### src/rtl/a429_filt_pkg.sv
package a429_filt_pkg;
  localparam int WORD_W  = 32;
  localparam int LABEL_W = 8;
  localparam int NUM_PRIO = 3;

  typedef struct packed {
    logic lowSpeed;   // bit 7
    logic prioEn;     // bit 6
    logic filterEn;   // bit 5
    logic sd10;       // bit 4
    logic sd9;        // bit 3
    logic sdiEn;      // bit 2
    logic parityEn;   // bit 1
    logic flipEn;     // bit 0
  } ctrlReg_t;

  typedef struct packed {
    logic                fifoPush;
    logic [NUM_PRIO-1:0] mbxLoad;
  } strobes_t;
endpackage

### src/rtl/a429_filt_ctrl.sv
module a429_filt_ctrl
  import a429_filt_pkg::*;
#(
  parameter int LBL_W = LABEL_W,
  parameter int NPRIO = NUM_PRIO,
  parameter int SEL_W = 2
) (
  input  logic             clk,
  input  logic             rstN,
  input  logic             cfgWrEn,
  input  logic [7:0]       cfgWrData,
  input  logic             tblWrEn,
  input  logic [LBL_W-1:0] tblWrAddr,
  input  logic             tblWrBit,
  input  logic             prioWrEn,
  input  logic [SEL_W-1:0] prioWrSel,
  input  logic [LBL_W-1:0] prioWrLabel,
  input  logic             wordValid,
  input  logic             fifoFull,
  input  logic [LBL_W-1:0] label,
  input  logic             parityOk,
  input  logic [1:0]       sdBits,
  output ctrlReg_t         ctrl,
  output strobes_t         strobes
);
  localparam int TBL_DEPTH = 1 << LBL_W;

  logic [TBL_DEPTH-1:0] labelTable;
  logic [LBL_W-1:0]     prioLabel [NPRIO];
  logic                 checksPass;

  always_ff @(posedge clk or negedge rstN) begin
    if (!rstN) begin
      ctrl <= '0;
    end else if (cfgWrEn) begin
      ctrl <= ctrlReg_t'(cfgWrData);
    end
  end

  always_ff @(posedge clk or negedge rstN) begin
    if (!rstN) begin
      labelTable <= '0;
    end else if (tblWrEn) begin
      labelTable[tblWrAddr] <= tblWrBit;
    end
  end

  for (genvar i = 0; i < NPRIO; i++) begin : g_prio
    always_ff @(posedge clk or negedge rstN) begin
      if (!rstN) begin
        prioLabel[i] <= '0;
      end else if (prioWrEn && prioWrSel == SEL_W'(i)) begin
        prioLabel[i] <= prioWrLabel;
      end
    end
    assign strobes.mbxLoad[i] = wordValid && checksPass && ctrl.prioEn &&
                                (label == prioLabel[i]);
  end

  always_comb begin
    checksPass = (!ctrl.parityEn || parityOk) &&
                 (!ctrl.sdiEn || sdBits == {ctrl.sd10, ctrl.sd9});
    strobes.fifoPush = wordValid && checksPass && !fifoFull &&
                       (!ctrl.filterEn || labelTable[label]);
  end
endmodule

### src/rtl/a429_filt_dp.sv
module a429_filt_dp
  import a429_filt_pkg::*;
#(
  parameter int WD_W  = WORD_W,
  parameter int LBL_W = LABEL_W,
  parameter int NPRIO = NUM_PRIO,
  parameter int SEL_W = 2
) (
  input  logic             clk,
  input  logic             rstN,
  input  logic [WD_W-1:0]  wordIn,
  input  logic             flipEn,
  input  strobes_t         strobes,
  input  logic             mbxRdEn,
  input  logic [SEL_W-1:0] mbxRdSel,
  output logic [LBL_W-1:0] label,
  output logic             parityOk,
  output logic [1:0]       sdBits,
  output logic             fifoWrEn,
  output logic [WD_W-1:0]  fifoWrData,
  output logic [WD_W-1:0]  mbxRdData,
  output logic [NPRIO-1:0] mbxFull
);
  logic [LBL_W-1:0] revLabel;
  logic [WD_W-1:0]  wordFix;
  logic [WD_W-1:0]  mbx [NPRIO];

  for (genvar b = 0; b < LBL_W; b++) begin : g_rev
    assign revLabel[b] = wordIn[LBL_W-1-b];
  end

  assign label    = flipEn ? revLabel : wordIn[LBL_W-1:0];
  assign wordFix  = {wordIn[WD_W-1:LBL_W], label};
  assign parityOk = ^wordIn;
  assign sdBits   = wordIn[LBL_W+1:LBL_W];

  always_ff @(posedge clk or negedge rstN) begin
    if (!rstN) begin
      fifoWrEn   <= 1'b0;
      fifoWrData <= '0;
    end else begin
      fifoWrEn <= strobes.fifoPush;
      if (strobes.fifoPush) fifoWrData <= wordFix;
    end
  end

  for (genvar i = 0; i < NPRIO; i++) begin : g_mbx
    always_ff @(posedge clk or negedge rstN) begin
      if (!rstN) begin
        mbx[i]     <= '0;
        mbxFull[i] <= 1'b0;
      end else if (strobes.mbxLoad[i]) begin
        mbx[i]     <= wordFix;
        mbxFull[i] <= 1'b1;
      end else if (mbxRdEn && mbxRdSel == SEL_W'(i)) begin
        mbxFull[i] <= 1'b0;
      end
    end
  end

  always_comb begin
    mbxRdData = '0;
    for (int i = 0; i < NPRIO; i++) begin
      if (mbxRdSel == SEL_W'(i)) mbxRdData = mbx[i];
    end
  end
endmodule

### src/rtl/a429_rx_filter.sv
module a429_rx_filter
  import a429_filt_pkg::*;
(
  input  logic        clk,
  input  logic        rstN,
  input  logic        cfgWrEn,
  input  logic [7:0]  cfgWrData,
  output logic [7:0]  cfgRdData,
  input  logic        tblWrEn,
  input  logic [7:0]  tblWrAddr,
  input  logic        tblWrBit,
  input  logic        prioWrEn,
  input  logic [1:0]  prioWrSel,
  input  logic [7:0]  prioWrLabel,
  input  logic        wordValid,
  input  logic [31:0] wordIn,
  input  logic        fifoFull,
  output logic        fifoWrEn,
  output logic [31:0] fifoWrData,
  input  logic        mbxRdEn,
  input  logic [1:0]  mbxRdSel,
  output logic [31:0] mbxRdData,
  output logic [2:0]  mbxFull,
  output logic        rateLow
);
  ctrlReg_t       ctrl;
  strobes_t       strobes;
  logic [7:0]     label;
  logic           parityOk;
  logic [1:0]     sdBits;

  a429_filt_ctrl u_ctrl (
    .clk(clk), .rstN(rstN),
    .cfgWrEn(cfgWrEn), .cfgWrData(cfgWrData),
    .tblWrEn(tblWrEn), .tblWrAddr(tblWrAddr), .tblWrBit(tblWrBit),
    .prioWrEn(prioWrEn), .prioWrSel(prioWrSel), .prioWrLabel(prioWrLabel),
    .wordValid(wordValid), .fifoFull(fifoFull),
    .label(label), .parityOk(parityOk), .sdBits(sdBits),
    .ctrl(ctrl), .strobes(strobes)
  );

  a429_filt_dp u_dp (
    .clk(clk), .rstN(rstN),
    .wordIn(wordIn), .flipEn(ctrl.flipEn), .strobes(strobes),
    .mbxRdEn(mbxRdEn), .mbxRdSel(mbxRdSel),
    .label(label), .parityOk(parityOk), .sdBits(sdBits),
    .fifoWrEn(fifoWrEn), .fifoWrData(fifoWrData),
    .mbxRdData(mbxRdData), .mbxFull(mbxFull)
  );

  assign cfgRdData = ctrl;
  assign rateLow   = ctrl.lowSpeed;
endmodule

### config.mk
export PLATFORM = sky130hd
export DESIGN_NAME = a429_rx_filter
export DESIGN_NICKNAME = d
export VERILOG_FILES = /design/src/rtl/a429_filt_pkg.sv /design/src/rtl/a429_filt_ctrl.sv /design/src/rtl/a429_filt_dp.sv /design/src/rtl/a429_rx_filter.sv
export SDC_FILE = /design/constraint.sdc
export NUM_CORES = 1
export LEC_CHECK = 0
export BUFFER_PORTS_ARGS = -buffer_cell sky130_fd_sc_hd__buf_2
export CORE_UTILIZATION = 60
export CTS_BUF_LIST = sky130_fd_sc_hd__clkbuf_8
export CTS_CLUSTER_DIAMETER = 120
export DETAILED_ROUTE_END_ITERATION = 10
export PLACE_DENSITY = 0.79
export RECOVER_POWER = 50
export SLEW_MARGIN = 20
export SYNTH_ARGS = -nofsm -noshare
export SYNTH_HDL_FRONTEND = slang
export SYNTH_SLANG_ARGS = --single-unit
### constraint.sdc
create_clock -name clk -period 9.85 [get_ports clk]
set_clock_uncertainty 0.1 [all_clocks]
set_input_delay 0 -clock clk [delete_from_list [all_inputs] [get_ports clk]]
set_output_delay 0 -clock clk [all_outputs]
set_load 0.02 [all_outputs]
After elaboration in Yosys (flattened, before gate mapping)
Index checks and enable logic that the tools add are counted.
Storage, ports and cells
  register bits: 420
  memory bits (writable): 0
  output and inout bits: 77
  bits in read-only memories: 0
  memories kept: 0
  input port bits: 69
  bits in latches: 0
Operators by class
  muxes and demuxes: 15
  add/sub/neg operators: 0
  multipliers: 0
  shift operators: 0
  div/mod/pow operators: 0
  equality and inequality tests: 8
  reduce and logical (&&, ||, !) cells: 28
  $lt $le $gt $ge: 3
  bitwise operators: 0
Operators by type and width (number)
  $bwmux W256: 1
  $mux W32: 3
  $reduce_xor A32 Y1: 1
  $eq A8 B8 Y1: 3
  $lt A8 B9 Y1 const B: 2
  $logic_and A1 B1 Y1: 15
  $bmux W1 S8: 1
  $demux W1 S8: 1
  $ge A8 B1 Y1 const B: 1
  $mux W1: 8
  $mux W8: 1
  $reduce_bool A2 Y1: 3
  $eq A2 B1 Y1 const B: 2
  $eq A2 B2 Y1 const B: 2
  $logic_not A1 Y1: 4
  $logic_not A2 Y1: 2
  $logic_or A1 B1 Y1: 3
  $eq A2 B2 Y1: 1

Depth between registers and ports, before layout
  word-level depth: 7
  gate-level depth with buffers: 14
  mapped depth without buffers: 9

Modules after synthesis
Synthesis repeated with hierarchy kept, for this count alone.
Second synthesis, totals
  cell total of the unflattened synthesis: 1717
  area total of the unflattened synthesis: 20512.2 sq um
By module, submodules not included
  a429_filt_ctrl: instances 1, seq. area each 7206.9 sq um, cells an instance 1241, area each 14664.1 sq um
  a429_filt_dp: instances 1, seq. area each 3303.2 sq um, cells an instance 475, area each 5840.6 sq um
  a429_rx_filter: instances 1, seq. area each 0.0 sq um, cells an instance 1, area each 7.5 sq um

Worst setup path before layout
Ideal clock, no wire load.
  kind: register -> register
  start point: register u_ctrl.ctrl[0] (netlist name)
  end point: register u_dp.fifoWrData[10]
  buffers on the path: 4
  cell stages (with the launch flop): 14
  data required time: 9.625 ns
  setup slack: 6.696 ns
  setup time: 0.125 ns
  arrival time: 2.929 ns
  cells stage by stage: dfrtp_1 -> buf_6 -> mux2_1 -> buf_4 -> buf_6 -> mux2i_1 -> o22ai_1 -> nor4_1 -> or4_1 -> nand4_1 -> nand3_1 -> a21oi_4 -> buf_12 -> mux2_4
On the way
  cells in the longest elaborated chain, start to end: 5
RTL lines
  $mux W8: RTL line a429_filt_dp.sv:32  | assign label = flipEn ? revLabel : wordIn[LBL_W-1:0];
  $bmux W1 S8: RTL line a429_filt_ctrl.sv:64  | (!ctrl.filterEn || labelTable[label]);
  $mux W1 (not written as such): RTL line a429_filt_ctrl.sv:64
  $logic_or A1 B1 Y1: RTL line a429_filt_ctrl.sv:64
  $logic_and A1 B1 Y1: RTL line a429_filt_ctrl.sv:63  | strobes.fifoPush = wordValid && checksPass && !fifoFull &&
  end signal, assigned: RTL line a429_filt_dp.sv:43  | if (strobes.fifoPush) fifoWrData <= wordFix;
  end, declared: RTL line a429_filt_dp.sv:20  | output logic [WD_W-1:0] fifoWrData,
Every way passes these cells. The select of a mux whose other input is x is not followed.
A chain may end at the register's enable or synchronous reset.

==> metrics.txt <==
fin nets=2,212; failing checks=max-capacitance violations, max-slew violations; initial core utilization=61.52%; post-synth cell types=71; Clock Sinks=420; fin cells=2,642; post-synthesis sequential area ratio=48.97%; global-route wire length before repair=95,190 µm; number of synthesized register bits=420; share of the synthesized area in the top cell type=48.97%; cell family contributing the most delay on the critical path=buffers and inverters; Leakage=11.22 nW; grt total ovfl=0; WL met3=5520 µm; Crit Path Class=in -> async; Max Fclk=176.3 MHz; pwr/cell area=183.2 nW/µm²; later-pin clock latency in the skew report=640 ps; detailed-route DRC error count=0; status=finished with violations; mapped cell area=21,460 µm²; maxcap violations=3; CP endpoint kind=async pin; GRT Total Usage=34.11%; # diodes=0; max_slew headroom=-236.1%; highest routing layer actually used=met4; Worst Hold Class=in -> reg; ys flop type=dfrtp_1; DRT Pass-1 Iters=6; root buffer cell=clkbuf_8; synthesized area per cell=10.95 µm²; Synth warnings=0; Final Setup Violations=0; cell with the largest stage delay on the worst path=clkbuf_1; final period utilization=57.60%; fraction of registers with async set/reset=100.0%; Worst EP arrival=5090 ps; routability cong.=0.9113; fin. max-slew vios=239; startpoint types=primary input; Post-DRT Antenna Nets=0; clock slew at reported path FFs=70 ps; Initial DRC Count=1,590; Post-synth EDFFs=0; M1 WL=24,020 µm; CTS resizes=0; P&R area growth vs syn=13.85%; Vias=16.77k; crit-path max FO=96; area leader, netlist=dfrtp_1; Hold Vio Cnt, Final=0; most common cell in the netlist=dfrtp_1; Rows=68; peak supply drop=0.1455 mV; vias in the first global route=17.08k; Die Ht=191.1 µm; dpl cells=2,440; Least-Margin Pin Slew=5042 ps; main area contributors after synthesis=dfrtp_1 49%, mux2_2 19%, nor2_1 4.6%, nand2_1 3.7%, mux2i_1 2.9%; Horiz. Die Dim=191.1 µm; share of layout cells above drive strength 1=29.26%; largest net degree at the start of global routing=188; Gate Count Post-Synth=1,960; TritonCTS Buffers=71; Vias/cell=6.348; clk buf depth=3; Core ar.=34,880 µm²; Mapped Nets=2,029; CP peak stage delay=3530 ps; IO Pins=146; H-tree depth=3; initial antenna violation count=0; wire length on met2=29,210 µm; # port buffers=145; RSZ-0062 raised after global routing=false; die area=36,530 µm²; Data required, critical path=9260 ps; Critical Path, Cell by Cell=dlygate4sd3_1, dlygate4sd3_1, clkbuf_1, clkbuf_1; DR WL/cell=23.38 µm; most frequent cells after synthesis=420 x dfrtp_1, 357 x mux2_2, 263 x nor2_1; Buf/Inv on CP=4; number of setup buffers added after CTS=0; fin crit period=5674 ps; CTS tree=built; drt total wl=61,760 µm; post-DP HPWL=36,030 µm; setup TNS=0 ps
-- cell usage in the layout (no fill, tap or decap), types with 8 or more instances in the layout --
master           n
buf_4           17
nand2b_1        11
nor2_1         263
mux2_4          29
nor3_1          13
clkbuf_8        82
o21ai_0         63
o211ai_1        30
mux4_2          11
o21bai_1         8
mux2_2         357
o22ai_1         15
nor4_1          10
clkinv_2         8
buf_2           93
dfrtp_1        419
clkbuf_1        57
inv_1           33
a21oi_1         68
nor2b_1          8
nand3_1         23
dlygate4sd3_1   82
a211oi_1        15
xnor2_1         52
nand2_1        214
mux2i_1         60
-- worst register-to-register path, stage by stage (launching register included) --
cell      delay [ps]
dfrtp_2          340
buf_4            490
mux2i_4          820
buf_4            450
nor2_1            80
nor2_1           130
o22ai_1          110
o311ai_0         410
a22oi_1          220
o41a_1           460
a21oi_4          150
buf_4            570
mux2_2           460
-- kinds of logic after synthesis --
family | count (synthesis) | synth area share (%)
xor gates and xnor gates | 57 | 2.326
buffers and inverters | 158 | 3.638
muxes | 462 | 24.99
AOI/OAI and AO/OA | 279 | 8.693
and+or+nand+nor | 584 | 11.38
DFF | 420 | 48.97
-- power breakdown --
part / total, W / switching, W / leakage, nW / internal, W
Sequential: 0.00202 / 0.000116 / 5.65 / 0.00190
Combinational: 0.000893 / 0.000527 / 4.79 / 0.000366
Clock: 0.00157 / 0.000725 / 0.775 / 0.000840
-- path summary, 6_finish.rpt --
path                                             startpoint                                  to  slack, ps  depth (start not counted)
worst max-delay path                                   rstN     u_dp.fifoWrData[27]$_DFFE_PN0P_       4180                          4
max in group clk                 u_ctrl.ctrl[0]$_DFFE_PN0P_     u_dp.fifoWrData[31]$_DFFE_PN0P_       4930                         12
min in group asynchronous                              rstN          u_ctrl.ctrl[0]$_DFFE_PN0P_        730                          4
worst min register to register  u_dp.mbxFull[0]$_DFFE_PN0P_         u_dp.mbxFull[0]$_DFFE_PN0P_        390                          1
worst max register to register   u_ctrl.ctrl[0]$_DFFE_PN0P_     u_dp.fifoWrData[31]$_DFFE_PN0P_       4930                         12
worst min-delay path                               tblWrBit  u_ctrl.labelTable[194]$_DFFE_PN0P_         30                          2
-- layout make-up --
| class | instances | area [µm²] |
|---|---|---|
| Sequential cell | 420 | 10510 |
| Fill cell | 2474 | 10450 |
| Multi-Input combinational cell | 1382 | 10240 |
| Timing Repair Buffer | 251 | 1659 |
| Clock buffer | 82 | 1129 |
| Tap cell | 455 | 569.3 |
| Clock inverter | 35 | 256.5 |
| Inverter | 17 | 63.81 |
-- sequential cells by signal, indices dropped and copies added (netlist names) --
signal and cells:
u_ctrl.ctrl 8, u_ctrl.labelTable 256, u_ctrl.prioLabel 24, u_dp.fifoWrData 32
u_dp.fifoWrEn 1, u_dp.mbx 96, u_dp.mbxFull 3
-- layer usage --
metal / global-route usage (%) / vias to the layer above
met5: 0 / -
met4: 17.55 / 0
met3: 8.041 / 215
met2: 54.99 / 892
met1: 42.89 / 8412
li1: - / 7252
-- per-stage QoR --
| stage | hold WS, ps | power [W] | setup WS (ps) | instance area, µm² | utilization (%) |
|---|---|---|---|---|---|
| floorplan | -395.6 | 0.002605 | 6696 | 21460 | - |
| global placement | -43.57 | 0.002863 | 5178 | 22300 | 63.93 |
| detailed placement | -35.03 | 0.002894 | 5096 | 22310 | 63.95 |
| CTS | 0.6773 | 0.004483 | 5034 | 24540 | 70.35 |
| global route | 56.94 | 0.004641 | 3194 | 24430 | 70.04 |
| finish | 28.60 | 0.004477 | 4176 | 24430 | 70.04 |
-- what timing repair did --
action	CTS	global route
endpoints found under the hold margin	294	0
setup endpoints to repair	0	0
hold buffers	83	0
No activity file was read; power rests on OpenSTA's default activity.
